File: config.mk
export PLATFORM = sky130hd
export DESIGN_NAME = uart_autobaud
export DESIGN_NICKNAME = d
export VERILOG_FILES = /design/src/rtl/ab_pkg.sv /design/src/rtl/ab_sync.sv /design/src/rtl/ab_meter.sv /design/src/rtl/ab_regs.sv /design/src/rtl/uart_autobaud.sv
export SDC_FILE = /design/constraint.sdc
export NUM_CORES = 1
export LEC_CHECK = 0
export BUFFER_PORTS_ARGS = -buffer_cell sky130_fd_sc_hd__buf_2
export CELL_PAD_IN_SITES_DETAIL_PLACEMENT = 0
export CELL_PAD_IN_SITES_GLOBAL_PLACEMENT = 2
export CORE_ASPECT_RATIO = 1.1
export CORE_MARGIN = 2
export CORE_UTILIZATION = 39
export DETAILED_ROUTE_END_ITERATION = 7
export PLACE_DENSITY_LB_ADDON = 0.1
export SETUP_SLACK_MARGIN = 0.4
export SLEW_MARGIN = 20
export SYNTH_ARGS = -nofsm -noshare
export SYNTH_HDL_FRONTEND = slang
export SYNTH_HIERARCHICAL = 1
export SYNTH_SLANG_ARGS = --single-unit
File: constraint.sdc
create_clock -name clk -period 4.2 [get_ports clk]
set_clock_uncertainty 0.05 [all_clocks]
set_input_delay 0.84 -clock clk [delete_from_list [all_inputs] [get_ports clk]]
set_output_delay 0.84 -clock clk [all_outputs]
set_load 0.005 [all_outputs]
File: src/rtl/ab_pkg.sv
package ab_pkg;
  typedef enum logic [1:0] {
    ST_IDLE = 2'd0,
    ST_ARM  = 2'd1,
    ST_MEAS = 2'd2
  } ab_state_t;

  localparam logic [1:0] ADDR_CTRL = 2'd0;
  localparam logic [1:0] ADDR_STAT = 2'd1;
  localparam logic [1:0] ADDR_DLO  = 2'd2;
  localparam logic [1:0] ADDR_DHI  = 2'd3;
endpackage

File: src/rtl/ab_sync.sv
module ab_sync #(
  parameter int STAGES = 2
) (
  input  logic clk,
  input  logic rst_n,
  input  logic rxd_i,
  output logic fall_o,
  output logic rise_o
);
  logic [STAGES-1:0] chain_q;
  logic              prev_q;

  generate
    for (genvar g = 0; g < STAGES; g++) begin : g_stage
      if (g == 0) begin : g_first
        always_ff @(posedge clk or negedge rst_n)
          if (!rst_n) chain_q[0] <= 1'b1;
          else        chain_q[0] <= rxd_i;
      end else begin : g_next
        always_ff @(posedge clk or negedge rst_n)
          if (!rst_n) chain_q[g] <= 1'b1;
          else        chain_q[g] <= chain_q[g-1];
      end
    end
  endgenerate

  always_ff @(posedge clk or negedge rst_n)
    if (!rst_n) prev_q <= 1'b1;
    else        prev_q <= chain_q[STAGES-1];

  assign fall_o = prev_q & ~chain_q[STAGES-1];
  assign rise_o = ~prev_q & chain_q[STAGES-1];
endmodule

File: src/rtl/ab_meter.sv
module ab_meter
  import ab_pkg::*;
#(
  parameter int CNT_W = 16,
  parameter int PRESC = 16
) (
  input  logic             clk,
  input  logic             rst_n,
  input  logic             start_i,
  input  logic             arm_i,
  input  logic             mode_i,
  input  logic             fall_i,
  input  logic             rise_i,
  output logic             done_o,
  output logic             tmo_o,
  output logic [CNT_W-1:0] cnt_o
);
  localparam int PW = $clog2(PRESC);
  localparam logic [PW-1:0]    PRE_LAST = PW'(PRESC - 1);
  localparam logic [CNT_W-1:0] CNT_MAX  = '1;

  ab_state_t        state_q;
  logic [PW-1:0]    pre_q;
  logic [CNT_W-1:0] cnt_q;
  logic             stop_edge, tick, live;

  assign live      = start_i && !arm_i && state_q == ST_MEAS;
  assign stop_edge = mode_i ? rise_i : fall_i;
  assign tick      = pre_q == PRE_LAST;
  assign done_o    = live && stop_edge;
  assign tmo_o     = live && !stop_edge && tick && cnt_q == CNT_MAX;
  assign cnt_o     = cnt_q;

  always_ff @(posedge clk or negedge rst_n) begin
    if (!rst_n) begin
      state_q <= ST_IDLE;
      pre_q   <= '0;
      cnt_q   <= '0;
    end else if (!start_i) begin
      state_q <= ST_IDLE;
    end else if (arm_i) begin
      state_q <= ST_ARM;
      pre_q   <= '0;
      cnt_q   <= '0;
    end else begin
      case (state_q)
        ST_ARM: if (fall_i) begin
          state_q <= ST_MEAS;
          pre_q   <= PW'(1);
          cnt_q   <= '0;
        end
        ST_MEAS: begin
          if (done_o || tmo_o) begin
            state_q <= ST_IDLE;
          end else if (tick) begin
            pre_q <= '0;
            cnt_q <= cnt_q + 1'b1;
          end else begin
            pre_q <= pre_q + 1'b1;
          end
        end
        default: state_q <= ST_IDLE;
      endcase
    end
  end

  AST_CNT_NO_WRAP: assert property (@(posedge clk) disable iff (!rst_n)
    (state_q == ST_MEAS && $past(state_q) == ST_MEAS) |-> cnt_q >= $past(cnt_q));
  AST_DONE_EDGE: assert property (@(posedge clk) disable iff (!rst_n)
    done_o |-> (mode_i ? !fall_i : !rise_i));
endmodule

File: src/rtl/ab_regs.sv
module ab_regs
  import ab_pkg::*;
#(
  parameter int DIV_W = 16
) (
  input  logic             clk,
  input  logic             rst_n,
  input  logic             wr_i,
  input  logic [1:0]       addr_i,
  input  logic [7:0]       wdata_i,
  output logic [7:0]       rdata_o,
  input  logic [3:0]       frac_add_i,
  input  logic             done_i,
  input  logic             tmo_i,
  input  logic [DIV_W-1:0] load_i,
  output logic             start_o,
  output logic             arm_o,
  output logic             mode_o,
  output logic [DIV_W-1:0] div_o,
  output logic             irq_done_o,
  output logic             irq_tmo_o
);
  logic             start_q, arm_q, mode_q, done_ie_q, tmo_ie_q;
  logic             done_f_q, tmo_f_q;
  logic [DIV_W-1:0] div_q;
  logic             wr_ctrl, wr_stat, start_ok;

  assign wr_ctrl  = wr_i && addr_i == ADDR_CTRL;
  assign wr_stat  = wr_i && addr_i == ADDR_STAT;
  assign start_ok = wdata_i[0] && frac_add_i == 4'd0;

  always_ff @(posedge clk or negedge rst_n) begin
    if (!rst_n) begin
      start_q <= 1'b0; arm_q <= 1'b0; mode_q <= 1'b0;
      done_ie_q <= 1'b0; tmo_ie_q <= 1'b0;
      done_f_q <= 1'b0; tmo_f_q <= 1'b0;
      div_q <= '0;
    end else begin
      arm_q <= wr_ctrl && start_ok;
      if (wr_ctrl) begin
        start_q   <= start_ok;
        mode_q    <= wdata_i[1];
        done_ie_q <= wdata_i[2];
        tmo_ie_q  <= wdata_i[3];
      end else if (done_i || tmo_i) begin
        start_q <= 1'b0;
      end
      if (done_i) div_q <= load_i;
      else if (wr_i && !start_q && addr_i == ADDR_DLO) div_q[7:0] <= wdata_i;
      else if (wr_i && !start_q && addr_i == ADDR_DHI) div_q[DIV_W-1:8] <= wdata_i[DIV_W-9:0];
      if (done_i && done_ie_q)        done_f_q <= 1'b1;
      else if (wr_stat && wdata_i[0]) done_f_q <= 1'b0;
      if (tmo_i && tmo_ie_q)          tmo_f_q <= 1'b1;
      else if (wr_stat && wdata_i[1]) tmo_f_q <= 1'b0;
    end
  end

  always_comb begin
    case (addr_i)
      ADDR_CTRL: rdata_o = {4'd0, tmo_ie_q, done_ie_q, mode_q, start_q};
      ADDR_STAT: rdata_o = {6'd0, tmo_f_q, done_f_q};
      ADDR_DLO:  rdata_o = div_q[7:0];
      default:   rdata_o = div_q[DIV_W-1:8];
    endcase
  end

  assign start_o    = start_q;
  assign arm_o      = arm_q;
  assign mode_o     = mode_q;
  assign div_o      = div_q;
  assign irq_done_o = done_f_q;
  assign irq_tmo_o  = tmo_f_q;

  AST_TMO_KEEPS_DIV: assert property (@(posedge clk) disable iff (!rst_n)
    tmo_i |=> $stable(div_q));
  AST_START_DROPS: assert property (@(posedge clk) disable iff (!rst_n)
    ((done_i || tmo_i) && !wr_i) |=> !start_q);
  AST_DONE_GATED: assert property (@(posedge clk) disable iff (!rst_n)
    $rose(done_f_q) |-> $past(done_ie_q));
  AST_TMO_GATED: assert property (@(posedge clk) disable iff (!rst_n)
    $rose(tmo_f_q) |-> $past(tmo_ie_q));
  AST_ARM_NEEDS_START: assert property (@(posedge clk) disable iff (!rst_n)
    arm_q |-> start_q);
endmodule

File: src/rtl/uart_autobaud.sv
module uart_autobaud #(
  parameter int CNT_W       = 16,
  parameter int PRESC       = 16,
  parameter int SYNC_STAGES = 2
) (
  input  logic        clk,
  input  logic        rst_n,
  input  logic        rxd_i,
  input  logic [3:0]  frac_add_i,
  input  logic        reg_wr_i,
  input  logic [1:0]  reg_addr_i,
  input  logic [7:0]  reg_wdata_i,
  output logic [7:0]  reg_rdata_o,
  output logic [15:0] div_o,
  output logic        rx_fast_o,
  output logic        rx_flush_o,
  output logic        irq_done_o,
  output logic        irq_tmo_o
);
  localparam int DIV_W = 16;

  logic             fall, rise, start, arm, mode, done_evt, tmo_evt;
  logic [CNT_W-1:0] cnt;
  logic [DIV_W-1:0] load_val;

  ab_sync #(.STAGES(SYNC_STAGES)) i_sync (
    .clk(clk), .rst_n(rst_n), .rxd_i(rxd_i), .fall_o(fall), .rise_o(rise));

  ab_meter #(.CNT_W(CNT_W), .PRESC(PRESC)) i_meter (
    .clk(clk), .rst_n(rst_n), .start_i(start), .arm_i(arm), .mode_i(mode),
    .fall_i(fall), .rise_i(rise), .done_o(done_evt), .tmo_o(tmo_evt), .cnt_o(cnt));

  assign load_val = mode ? DIV_W'(cnt) : DIV_W'(cnt >> 1);

  ab_regs #(.DIV_W(DIV_W)) i_regs (
    .clk(clk), .rst_n(rst_n), .wr_i(reg_wr_i), .addr_i(reg_addr_i),
    .wdata_i(reg_wdata_i), .rdata_o(reg_rdata_o), .frac_add_i(frac_add_i),
    .done_i(done_evt), .tmo_i(tmo_evt), .load_i(load_val), .start_o(start),
    .arm_o(arm), .mode_o(mode), .div_o(div_o), .irq_done_o(irq_done_o),
    .irq_tmo_o(irq_tmo_o));

  assign rx_fast_o  = start;
  assign rx_flush_o = arm;

  AST_ONE_ENDING: assert property (@(posedge clk) disable iff (!rst_n)
    $onehot0({done_evt, tmo_evt, arm}));
  AST_NO_END_IDLE: assert property (@(posedge clk) disable iff (!rst_n)
    (done_evt || tmo_evt) |-> start);
endmodule

==> metrics.md <==
| Metric | Value |
|---|---|
| Final worst path period need | `2.73 ns` |
| WL/cell | `17.7 µm` |
| Io pins | `46` |
| Diodes inserted | `0` |
| Post-synth top area share | `37.6%` |
| Area contributors post-synth | `dfrtp_1, mux2i_1, mux2_4` |
| Gr usage total | `19.1%` |
| F_max | `366 MHz` |
| CTS Root Cell | `clkbuf_8` |
| Worst-path clk slew | `0.09 ns` |
| Floorplan row count | `33` |
| Tightest Pin Transition | `0.876 ns` |
| Setup crit end kind | `register` |
| GPL Wtd Cong | `0.809` |
| Seq/Total Area, Yosys | `40.3%` |
| DRT iter0 DRCs | `49` |
| Gr ovfl total | `0` |
| Syn-to-layout area delta | `10.9%` |
| Startpoint types | `register` |
| Vias/cell | `5.75` |
| Status | `finished, final reports clean` |
| Final HPWL DP | `5370 µm` |
| Post-cts resize count | `0` |
| H-tree depth reported by CTS | `2` |
| Die Y | `95.9 µm` |
| Antenna violations before repair | `0` |
| Worst EP required | `4.37 ns` |
| Antenna viol nets, final | `0` |
| Fraction of registers with async set/reset | `100%` |
| Synthesized Nets | `310` |
| First-pass GRT wire length | `12400 µm` |
| Syn avg cell area | `10.3 µm²` |
| WL final | `7380 µm` |
| Most frequent cells in the layout | `dfrtp_1, buf_2, nand2_1, o21ai_0, mux2i_1` |
| Yosys top cell by area | `dfrtp_1` |
| Layout cells sized above 1 | `28.3%` |
| Clk buf depth | `2` |
| Tcrit/Tclk final | `65.1%` |
| PwrDens | `303 mW/mm²` |
| Post-synth EDFFs | `0` |
| Design area | `0.00332 mm²` |
| Via count | `2392` |
| Yosys warns | `6` |
| Synthesized flop and latch total | `48` |
| Setup TNS | `0 ns` |
| Max-Cap Viols | `0` |
| Hold WC Path Type | `reg -> reg` |
| Synth Flop Type | `dfrtp_1` |
| Setup Viol. Count Final | `0` |
| First-pass DRT Iterations | `4` |
| Number of distinct library cells after synthesis | `59` |
| Clock sinks | `48` |
| Skew-Pair Late Insertion Delay | `0.30 ns` |
| Fin. Hold Viols | `0` |
| DP Area | `0.00323 mm²` |
| CTS tree | `yes` |
| Core Util, Final | `44.6%` |
| Die footprint | `0.00839 mm²` |
| Total CTS buffers | `5` |
| Critical path fanouts, max | `19` |
| CP Class | `reg -> reg` |
| Largest net degree at the start of global routing | `49` |
| Die width | `87.5 µm` |
| Post-route DRC | `0` |
| Worst VDD drop | `103 µV` |
| I/O Buffers | `45` |
| Pwr Total | `1010 µW` |
| Vias in the first global route | `2327` |
| Slew headroom | `41.6%` |
| Core area | `0.00743 mm²` |
| Cts hold-fix bufs | `0` |
| Fillers | `736` |
| Leak Pwr | `0.00148 µW` |
| Initial core utilization | `40.3%` |
| Arrival @ worst endpoint | `2.91 ns` |
| Commonest non-fill, non-tap cell in the layout | `dfrtp_1` |
| Postcts setup bufs | `0` |
| Mapped Cells | `290` |
| Final slew viol count | `0` |
| Final nets | `348` |
| Mapped Area | `0.00299 mm²` |
| RSZ-0062 raised after global routing | `false` |
-- Yosys cell counts (3+ instances only) --
cell type  number
nor2_1         10
inv_1           4
mux2_4          9
clkbuf_1        4
nor3b_1         3
nor2b_1         6
mux2i_1        23
a211o_1         4
o21ai_0        24
nor3_1          4
buf_6           4
mux2_2         11
a31oi_1         8
nand2b_1        3
and3_1         11
a22o_1          3
nand2_1        29
buf_2           4
nand3_1        13
dfrtp_1        45
dfstp_2         3
nor4_1          6
nand4_1         6
a21oi_1         9
-- cell families (layout without fill, tap and decap cells) --
kind of cell             after synthesis  count (layout)  synth area share, %
flip-flops                            48              48                 40.3
adder cells (fa/ha/maj)                2               2                0.836
AO/OA/AOI/OAI                         65              65                 14.3
AND/OR/NAND/NOR                      109             109                 21.5
multiplexers                          46              46                 18.6
buffers and inverters                 20              59                 4.47
-- where the power goes --
group	total (µW)	switching (µW)	internal [µW]
clock network	276	159	117
logic	174	76.3	97.4
registers	557	48.4	508
-- layout make-up --
type | count | area [µm²] | area share (%)
Clock inverter | 2 | 12.5 | 0.377
Sequential cell | 48 | 1200 | 36.3
Tap cell | 87 | 109 | 3.28
Timing Repair Buffer | 47 | 243 | 7.32
Inverter | 4 | 15.0 | 0.453
Multi-Input combinational cell | 222 | 1660 | 50.1
Clock buffer | 6 | 72.6 | 2.19
-- stage by stage --
| stage | std cells | worst slack (ns) | hold slack (ns) |
|---|---|---|---|
| after floorplan | 290 | 1.82 | 0.295 |
| after global placement | 408 | 1.51 | 0.296 |
| after detailed placement | 408 | 1.50 | 0.307 |
| after CTS | 416 | 1.48 | 0.321 |
| after global routing | 416 | 1.26 | 0.324 |
| final | 416 | 1.47 | 0.319 |
-- final timing paths --
check / end / start / slack (ns) / cells after the start
setup / recovery: i_meter/cnt_o[12] / i_regs/mode_o / 1.47 / 5
hold / removal: i_sync/chain_q[1] / i_sync/chain_q[0] / 0.32 / 0
setup reg to reg: i_meter/cnt_o[12] / i_regs/mode_o / 1.47 / 5
hold reg to reg: i_sync/chain_q[1] / i_sync/chain_q[0] / 0.32 / 0
max in group asynchronous: i_regs/div_o[13] / rst_n / 3.17 / 1
min in group asynchronous: i_meter/pre_q[1] / rst_n / 0.50 / 1
-- state kept, by name (all words and copies together), names as in the netlist --
name,cells
i_meter/cnt_o,16
i_meter/pre_q,4
i_meter/state_q,2
i_regs/arm_o,1
i_regs/div_o,16
i_regs/done_ie_q,1
i_regs/irq_done_o,1
i_regs/irq_tmo_o,1
i_regs/mode_o,1
i_regs/start_o,1
i_regs/tmo_ie_q,1
i_sync/chain_q,2
i_sync/prev_q,1
-- worst max-delay path, stage by stage, from the launching register on --
cell	delay (ns)
dfrtp_1	0.92
mux2i_4	0.46
o21ai_2	0.12
or4_1	0.63
o31a_1	0.32
a31oi_1	0.14
-- layer usage --
metal	routed length, µm	vias up	GRT usage [%]
met5	0	-	0
met4	93	0	5.90
met3	330	6	3.09
met2	3540	54	30.7
met1	3410	1173	26.2
li1	-	1159	-
No activity file was read; power rests on OpenSTA's default activity.
